--- src/rtl/nic_reg_pkg.sv ---
package nic_reg_pkg;
  localparam int DATA_W        = 8;
  localparam int ADDR_W        = 4;
  localparam int PAGE_W        = 2;
  localparam int IDX_W         = ADDR_W + PAGE_W;
  localparam int STATION_BYTES = 6;
  localparam int MCAST_BYTES   = 8;
  localparam int WIDE_W        = 2 * DATA_W;

  // command bits
  localparam int CMD_STOP   = 0;
  localparam int CMD_TX     = 2;
  localparam int CMD_RREAD  = 3;
  localparam int CMD_RWRITE = 4;

  // status bits
  localparam int ISR_TX  = 1;
  localparam int ISR_RDC = 6;
  localparam int ISR_RST = 7;

  localparam logic [DATA_W-1:0] CMD_RESET_VAL = 8'h01;
  localparam logic [DATA_W-1:0] ISR_RESET_VAL = 8'h80;
  localparam logic [DATA_W-1:0] TSR_DONE_VAL  = 8'h01;
  localparam logic [DATA_W-1:0] IRQ_BITS      = 8'h7F;

  // page 0 write indices
  localparam logic [IDX_W-1:0] W_START   = 6'h01;
  localparam logic [IDX_W-1:0] W_STOP    = 6'h02;
  localparam logic [IDX_W-1:0] W_BOUND   = 6'h03;
  localparam logic [IDX_W-1:0] W_TXPAGE  = 6'h04;
  localparam logic [IDX_W-1:0] W_TXCNTL  = 6'h05;
  localparam logic [IDX_W-1:0] W_TXCNTH  = 6'h06;
  localparam logic [IDX_W-1:0] W_STATUS  = 6'h07;
  localparam logic [IDX_W-1:0] W_RADDRL  = 6'h08;
  localparam logic [IDX_W-1:0] W_RADDRH  = 6'h09;
  localparam logic [IDX_W-1:0] W_RCNTL   = 6'h0A;
  localparam logic [IDX_W-1:0] W_RCNTH   = 6'h0B;
  localparam logic [IDX_W-1:0] W_RXCFG   = 6'h0C;
  localparam logic [IDX_W-1:0] W_DATACFG = 6'h0E;
  localparam logic [IDX_W-1:0] W_MASK    = 6'h0F;

  // page 0 read indices
  localparam logic [IDX_W-1:0] R_BOUND   = 6'h03;
  localparam logic [IDX_W-1:0] R_TXSTAT  = 6'h04;
  localparam logic [IDX_W-1:0] R_STATUS  = 6'h07;
  localparam logic [IDX_W-1:0] R_RADDRL  = 6'h08;
  localparam logic [IDX_W-1:0] R_RADDRH  = 6'h09;

  // page 1 (read and write)
  localparam logic [IDX_W-1:0] P1_STATION0 = 6'h11;
  localparam logic [IDX_W-1:0] P1_CURPAGE  = 6'h17;
  localparam logic [IDX_W-1:0] P1_MCAST0   = 6'h18;

  // page 2 read indices
  localparam logic [IDX_W-1:0] R_START2 = 6'h21;
  localparam logic [IDX_W-1:0] R_STOP2  = 6'h22;

  // strobes from control to datapath
  typedef struct packed {
    logic              wr;
    logic [IDX_W-1:0]  idx;
    logic [DATA_W-1:0] val;
    logic [DATA_W-1:0] isrSet;
    logic [DATA_W-1:0] isrClr;
    logic              txDoneEv;
  } regStrobeT;
endpackage

--- src/rtl/nic_reg_ctrl.sv ---
module nic_reg_ctrl
  import nic_reg_pkg::*;
(
  input  logic              clk,
  input  logic              rstN,
  input  logic [ADDR_W-1:0] addr,
  input  logic              wrEn,
  input  logic [DATA_W-1:0] wrData,
  input  logic              txDone,
  input  logic              rcntZero,
  output logic [DATA_W-1:0] cmdQ,
  output logic [IDX_W-1:0]  effIdx,
  output regStrobeT         strobe,
  output logic              txStart
);
  logic cmdSel;
  logic cmdWr;
  logic runWr;
  logic remoteReq;

  assign cmdSel    = (addr == '0);
  assign cmdWr     = wrEn && cmdSel;
  assign runWr     = cmdWr && !wrData[CMD_STOP];
  assign remoteReq = wrData[CMD_RREAD] || wrData[CMD_RWRITE];
  assign effIdx    = {cmdQ[DATA_W-1 -: PAGE_W], addr};

  always_comb begin
    strobe          = '0;
    strobe.wr       = wrEn && !cmdSel;
    strobe.idx      = effIdx;
    strobe.val      = wrData;
    strobe.txDoneEv = txDone;
    if (runWr && remoteReq && rcntZero) strobe.isrSet[ISR_RDC] = 1'b1;
    if (txDone)                         strobe.isrSet[ISR_TX]  = 1'b1;
    if (runWr)                          strobe.isrClr[ISR_RST] = 1'b1;
    if (wrEn && !cmdSel && effIdx == W_STATUS)
      strobe.isrClr = strobe.isrClr | (wrData & IRQ_BITS);
  end

  always_ff @(posedge clk or negedge rstN) begin
    if (!rstN) begin
      cmdQ    <= CMD_RESET_VAL;
      txStart <= 1'b0;
    end else begin
      if (cmdWr)       cmdQ         <= wrData;
      else if (txDone) cmdQ[CMD_TX] <= 1'b0;
      txStart <= runWr && wrData[CMD_TX];
    end
  end
endmodule

--- src/rtl/nic_reg_data.sv ---
module nic_reg_data
  import nic_reg_pkg::*;
(
  input  logic                         clk,
  input  logic                         rstN,
  input  regStrobeT                    strobe,
  input  logic [IDX_W-1:0]             rdIdx,
  output logic [DATA_W-1:0]            rdData,
  output logic                         irq,
  output logic                         rcntZero,
  output logic [DATA_W-1:0]            isrQ,
  output logic [DATA_W-1:0]            ringStart,
  output logic [DATA_W-1:0]            ringStop,
  output logic [DATA_W-1:0]            boundaryPage,
  output logic [DATA_W-1:0]            currentPage,
  output logic [DATA_W-1:0]            txPage,
  output logic [WIDE_W-1:0]            txCount,
  output logic [WIDE_W-1:0]            remoteAddr,
  output logic [WIDE_W-1:0]            remoteCount,
  output logic [DATA_W-1:0]            rxConfig,
  output logic [DATA_W-1:0]            dataConfig,
  output logic [DATA_W-1:0]            intrMask,
  output logic [STATION_BYTES*DATA_W-1:0] stationAddr,
  output logic [MCAST_BYTES*DATA_W-1:0]   mcastTable
);
  logic [DATA_W-1:0] tsrQ;
  logic [DATA_W-1:0] stationQ [STATION_BYTES];
  logic [DATA_W-1:0] mcastQ   [MCAST_BYTES];

  always_ff @(posedge clk or negedge rstN) begin
    if (!rstN) begin
      ringStart    <= '0;
      ringStop     <= '0;
      boundaryPage <= '0;
      currentPage  <= '0;
      txPage       <= '0;
      txCount      <= '0;
      remoteAddr   <= '0;
      remoteCount  <= '0;
      rxConfig     <= '0;
      dataConfig   <= '0;
      intrMask     <= '0;
    end else if (strobe.wr) begin
      case (strobe.idx)
        W_START:    ringStart                 <= strobe.val;
        W_STOP:     ringStop                  <= strobe.val;
        W_BOUND:    boundaryPage              <= strobe.val;
        W_TXPAGE:   txPage                    <= strobe.val;
        W_TXCNTL:   txCount[DATA_W-1:0]       <= strobe.val;
        W_TXCNTH:   txCount[WIDE_W-1:DATA_W]  <= strobe.val;
        W_RADDRL:   remoteAddr[DATA_W-1:0]    <= strobe.val;
        W_RADDRH:   remoteAddr[WIDE_W-1:DATA_W] <= strobe.val;
        W_RCNTL:    remoteCount[DATA_W-1:0]   <= strobe.val;
        W_RCNTH:    remoteCount[WIDE_W-1:DATA_W] <= strobe.val;
        W_RXCFG:    rxConfig                  <= strobe.val;
        W_DATACFG:  dataConfig                <= strobe.val;
        W_MASK:     intrMask                  <= strobe.val;
        P1_CURPAGE: currentPage               <= strobe.val;
        default: ;
      endcase
    end
  end

  generate
    for (genvar g = 0; g < STATION_BYTES; g++) begin : gStation
      localparam logic [IDX_W-1:0] MY_IDX = P1_STATION0 + IDX_W'(g);
      always_ff @(posedge clk or negedge rstN) begin
        if (!rstN) stationQ[g] <= '0;
        else if (strobe.wr && strobe.idx == MY_IDX) stationQ[g] <= strobe.val;
      end
      assign stationAddr[g*DATA_W +: DATA_W] = stationQ[g];
    end
    for (genvar g = 0; g < MCAST_BYTES; g++) begin : gMcast
      localparam logic [IDX_W-1:0] MY_IDX = P1_MCAST0 + IDX_W'(g);
      always_ff @(posedge clk or negedge rstN) begin
        if (!rstN) mcastQ[g] <= '0;
        else if (strobe.wr && strobe.idx == MY_IDX) mcastQ[g] <= strobe.val;
      end
      assign mcastTable[g*DATA_W +: DATA_W] = mcastQ[g];
    end
  endgenerate

  // status: set wins over clear
  always_ff @(posedge clk or negedge rstN) begin
    if (!rstN) begin
      isrQ <= ISR_RESET_VAL;
      tsrQ <= '0;
    end else begin
      isrQ <= (isrQ & ~strobe.isrClr) | strobe.isrSet;
      if (strobe.txDoneEv) tsrQ <= TSR_DONE_VAL;
    end
  end

  always_comb begin
    rdData = '0;
    case (rdIdx)
      R_BOUND:    rdData = boundaryPage;
      R_TXSTAT:   rdData = tsrQ;
      R_STATUS:   rdData = isrQ;
      R_RADDRL:   rdData = remoteAddr[DATA_W-1:0];
      R_RADDRH:   rdData = remoteAddr[WIDE_W-1:DATA_W];
      P1_CURPAGE: rdData = currentPage;
      R_START2:   rdData = ringStart;
      R_STOP2:    rdData = ringStop;
      default: ;
    endcase
    for (int k = 0; k < STATION_BYTES; k++)
      if (rdIdx == P1_STATION0 + IDX_W'(k)) rdData = stationQ[k];
    for (int k = 0; k < MCAST_BYTES; k++)
      if (rdIdx == P1_MCAST0 + IDX_W'(k)) rdData = mcastQ[k];
  end

  assign irq      = |(isrQ & intrMask & IRQ_BITS);
  assign rcntZero = (remoteCount == '0);
endmodule

--- src/rtl/nic_regfile.sv ---
module nic_regfile
  import nic_reg_pkg::*;
(
  input  logic        clk,
  input  logic        rstN,
  input  logic [3:0]  addr,
  input  logic        wrEn,
  input  logic [7:0]  wrData,
  output logic [7:0]  rdData,
  input  logic        txDone,
  output logic        txStart,
  output logic        irq,
  output logic [7:0]  ringStart,
  output logic [7:0]  ringStop,
  output logic [7:0]  boundaryPage,
  output logic [7:0]  currentPage,
  output logic [7:0]  txPage,
  output logic [15:0] txCount,
  output logic [15:0] remoteAddr,
  output logic [15:0] remoteCount,
  output logic [7:0]  rxConfig,
  output logic [7:0]  dataConfig,
  output logic [7:0]  intrMask,
  output logic [47:0] stationAddr,
  output logic [63:0] mcastTable
);
  logic [DATA_W-1:0] cmdQ;
  logic [DATA_W-1:0] isrQ;
  logic [DATA_W-1:0] dpRdData;
  logic [IDX_W-1:0]  effIdx;
  logic              rcntZero;
  regStrobeT         strobe;

  nic_reg_ctrl u_ctrl (
    .clk(clk), .rstN(rstN), .addr(addr), .wrEn(wrEn), .wrData(wrData),
    .txDone(txDone), .rcntZero(rcntZero), .cmdQ(cmdQ), .effIdx(effIdx),
    .strobe(strobe), .txStart(txStart)
  );

  nic_reg_data u_data (
    .clk(clk), .rstN(rstN), .strobe(strobe), .rdIdx(effIdx),
    .rdData(dpRdData), .irq(irq), .rcntZero(rcntZero), .isrQ(isrQ),
    .ringStart(ringStart), .ringStop(ringStop), .boundaryPage(boundaryPage),
    .currentPage(currentPage), .txPage(txPage), .txCount(txCount),
    .remoteAddr(remoteAddr), .remoteCount(remoteCount), .rxConfig(rxConfig),
    .dataConfig(dataConfig), .intrMask(intrMask), .stationAddr(stationAddr),
    .mcastTable(mcastTable)
  );

  assign rdData = (addr == '0) ? cmdQ : dpRdData;
endmodule

--- config.mk ---
export PLATFORM = sky130hd
export DESIGN_NAME = nic_regfile
export DESIGN_NICKNAME = d
export VERILOG_FILES = /design/src/rtl/nic_reg_pkg.sv /design/src/rtl/nic_reg_ctrl.sv /design/src/rtl/nic_reg_data.sv /design/src/rtl/nic_regfile.sv
export SDC_FILE = /design/constraint.sdc
export NUM_CORES = 1
export LEC_CHECK = 0
export ABC_CLOCK_PERIOD_IN_PS = 3600
export BUFFER_PORTS_ARGS = -buffer_cell sky130_fd_sc_hd__buf_4
export CAP_MARGIN = 5
export CORE_ASPECT_RATIO = 1.1
export CORE_MARGIN = 1.5
export CORE_UTILIZATION = 49
export DETAILED_ROUTE_END_ITERATION = 10
export PLACE_DENSITY = 0.77
export SLEW_MARGIN = 25
export SYNTH_ARGS = -nofsm -noshare
export SYNTH_HDL_FRONTEND = slang
export SYNTH_SLANG_ARGS = --single-unit
--- constraint.sdc ---
create_clock -name clk -period 3.6 [get_ports clk]
set_clock_uncertainty 0.05 [all_clocks]
set_input_delay 1.08 -clock clk [delete_from_list [all_inputs] [get_ports clk]]
set_output_delay 1.08 -clock clk [all_outputs]
set_load 0.02 [all_outputs]
==> impl_metrics.yaml <==
outcome:
  outcome: "finished, violations left"
  violations: "setup timing"
clocking:
  clk_pin_slew_ns: 0.06
  cts.hold.buffers_added: 0
  clockBufferDepth: 3
  cts_max_level: 1
  cts_inserted_buffers: 24
  cts_root_buf: "clkbuf_16"
  clk_latency_ns: 0.51
  cts_num_sinks: 242
  cts_tree: "built"
synthesis:
  syn_area_mm2: 0.01128
  synthCells: 884
  synth-main-ff-cell: "dfrtp_1"
  synth_fp_nets: 900
  synth_seq_cells: 242
  synth_edf_count: 0
  yosysWarnings: 0
  ys_seq_area_frac: 0.5371
  syn_area_per_cell_um2: 12.76
  synth_cell_types: 68
  synth-async-reset-ratio: 1.000
global_route:
  grtUsageTotal: 0.3124
  gr-total-overflow: 0
  grt_pass1_vias: 9212
  antenna_found_initial: 0
  grt_pass1_wl_um: 56540
  grt_max_degree: 90
placed_design:
  dp_hpwl_um: 26770
  port_buffers: 249
  place_ws_ns: -0.4009
  place_area_mm2: 0.01415
  globalplace.congestion: 0.9372
layout:
  drive_gt1_frac: 0.5788
  multiInputGateArea_mm2: 0.005250
  syn_to_final_growth_pct: 38.21
  final_util: 0.6864
  num-nets-final: 1237
  nFillCells: 1644
  ff_latch_area_mm2: 0.006061
  antennaDiodeCount: 0
  postLayoutCellArea_mm2: 0.01559
die:
  ios: 250
  start_util: 0.4966
  die_area_mm2: 0.02394
  coreArea_mm2: 0.02271
  die_y_um: 162.1
  die_x_um: 147.7
  rows: 58
worst_setup_path:
  critPathMaxFanout: 6
  worstSetupPathType: "in -> out"
  cp-start-kind: "input port"
  crit_arrival_ns: 2.71
  endpoint_kind: "output port"
  cp.required_ns: 2.47
sta:
  finalMaxSlewViolations: 0
  rsz0062_at_grt: "yes"
  setup_violations: 8
  fmax_ghz: 0.2602
  period_minus_slack_ns: 3.843
  fin_crit_sh: 1.068
  slew-limit-headroom: 0.5201
  whs_ns: 0.4400
  hold_viol_final: 0
  tightest_slew_ns: 0.7198
  fin_ws_ns: -0.2434
drt:
  vias: 9220
  drt_iter0_drc: 730
  drt_pre_antenna_iters: 6
  routed_wl_um: 38010
  drc: 0
  viasPerCell: 5.999
  wl_per_cell_um: 24.73
  postRouteAntennaNets: 0
worst_hold_path:
  holdCritPathClass: "reg -> reg"
flow_run:
  drv_cap: 0
power_and_ir_drop:
  p_leak_nw: 7.424
  sw_frac_of_total: 0.3358
  p_int_mw: 6.183
  total_power_mw: 9.309
  comb_power_share: 0.308
  sequentialPowerShare: 0.417
  power_density_mw_per_mm2: 597.1
  clock_power_share: 0.274
  p_sw_mw: 3.126
  vdd_ir_drop_max_uv: 566.8
path summary, 6_finish.rpt:
check | startpoint | to | slack, ns | depth (start not counted)
worst max-delay path | addr[3] | rdData[5] | -0.24 | 10
worst min-delay path | u_data.rxConfig[0] | u_data.rxConfig[0] | 0.44 | 1
worst max register to register | u_ctrl.cmdQ[7] | u_data.mcastTable[24] | 1.18 | 6
worst min register to register | u_data.rxConfig[0] | u_data.rxConfig[0] | 0.44 | 1
max in group asynchronous | rstN | u_data.mcastTable[46] | 2.11 | 2
min in group asynchronous | rstN | u_data.txCount[10] | 0.51 | 1
layer usage:
| metal | part of all wire | GRT usage |
|---|---|---|
| met4 | 0.037 | 0.1173 |
| met2 | 0.48 | 0.5123 |
| met3 | 0.078 | 0.06433 |
| met1 | 0.40 | 0.4095 |
| met5 | 0 | 0 |
state kept, by name (all words and copies together) (netlist names):
| name | cells |
|---|---|
| u_data.ringStop | 8 |
| u_data.txCount | 16 |
| u_data.dataConfig | 8 |
| u_data.isrQ | 8 |
| u_data.mcastTable | 64 |
| u_data.tsrQ | 1 |
| u_data.intrMask | 8 |
| u_data.currentPage | 8 |
| u_data.ringStart | 8 |
| u_data.stationAddr | 48 |
| u_ctrl.txStart | 1 |
| u_data.remoteAddr | 16 |
| u_data.remoteCount | 16 |
| u_data.boundaryPage | 8 |
| u_data.rxConfig | 8 |
| u_data.txPage | 8 |
| u_ctrl.cmdQ | 8 |
cell families after synthesis:
family / count (synthesis) / synth area share
multiplexers: 244 / 0.2449
AO/OA/AOI/OAI: 157 / 0.09684
buffers and inverters: 70 / 0.03028
flip-flops: 242 / 0.5371
AND/OR/NAND/NOR: 171 / 0.09085
Yosys cell counts (all sizes together), types with 3 or more instances:
| cell type | number | area (µm²) |
|---|---|---|
| nor2 | 46 | 237.7 |
| and3 | 6 | 37.54 |
| a21oi | 28 | 143.9 |
| a221oi | 6 | 52.55 |
| nand2b | 6 | 37.54 |
| clkbuf | 27 | 101.4 |
| mux2 | 236 | 2658 |
| a31oi | 5 | 31.28 |
| nor4 | 7 | 50.05 |
| a21boi | 7 | 52.55 |
| a22oi | 24 | 180.2 |
| nand4 | 5 | 37.53 |
| inv | 4 | 15.02 |
| a32o | 3 | 30.03 |
| nor2b | 6 | 37.54 |
| nor4b | 4 | 65.07 |
| o31ai | 6 | 45.04 |
| a22o | 5 | 43.79 |
| o221ai | 5 | 43.79 |
| nor3 | 10 | 100.1 |
| o22ai | 7 | 43.79 |
| o21ai | 28 | 140.1 |
| nand2 | 41 | 170.2 |
| o211ai | 6 | 45.04 |
| buf | 39 | 225.2 |
| a32oi | 9 | 78.83 |
| and2 | 9 | 56.31 |
| nand3 | 21 | 105.1 |
| mux2i | 6 | 60.06 |
| dfrtp | 240 | 6006 |
final cells by class:
class | count | share of cell area
timing repair buffer | 377 | 0.1979
inverter | 4 | 0.0009631
tap | 300 | 0.02408
multi-input combinational | 572 | 0.3368
clock inverter | 3 | 0.004173
clock buffer | 39 | 0.04735
sequential | 242 | 0.3888
metrics by stage:
stage,cells,TNS (ns)
3_5_place_dp,1473,-2.712
2_1_floorplan,884,-0.1658
4_1_cts,1532,-1.369
3_3_place_gp,1473,-2.577
6_report,1537,-1.512
5_1_grt,1537,-1.944
power groups by stage:
stage	Clock (mW)	Sequential (mW)	Combinational (mW)
final	2.55	3.89	2.87
after global routing	2.70	3.94	3.02
after CTS	2.59	3.86	2.86
after detailed placement	0	3.89	2.77
after global placement	0	3.88	2.72
after floorplan	0	4.36	0.832
worst max-delay path, stage by stage:
cell     delay, ns
buf_12        0.11
buf_6         0.11
nor4b_4       0.29
buf_4         0.19
buf_4         0.11
a32o_1        0.19
nor4_1        0.06
and3_2        0.26
o21ai_4       0.16
buf_6         0.14
repair_timing:
action,4_1_cts,5_1_grt
endpoints found under the setup margin,8,8
cloned,2,1
setup buffers,15,5
resized for setup,87,17
pin swaps,30,25
cells in the final DEF, fill, tap and decap left out, types with 6 or more instances in the layout:
cell	instances
buf_4	342
dfrtp_1	238
mux2_2	206
nand2_1	36
mux2_1	30
nor2_1	28
clkbuf_16	26
a21oi_1	24
buf_6	20
a22oi_1	18
nand3_1	18
o21ai_0	15
nor2_2	13
buf_12	9
o21ai_2	8
clkbuf_1	8
a32oi_1	7
a21boi_0	6
o211ai_1	6
mux2i_1	6
nor4_1	6
a22oi_2	6
clkbuf_8	6
(Power assumes the default switching activity.)
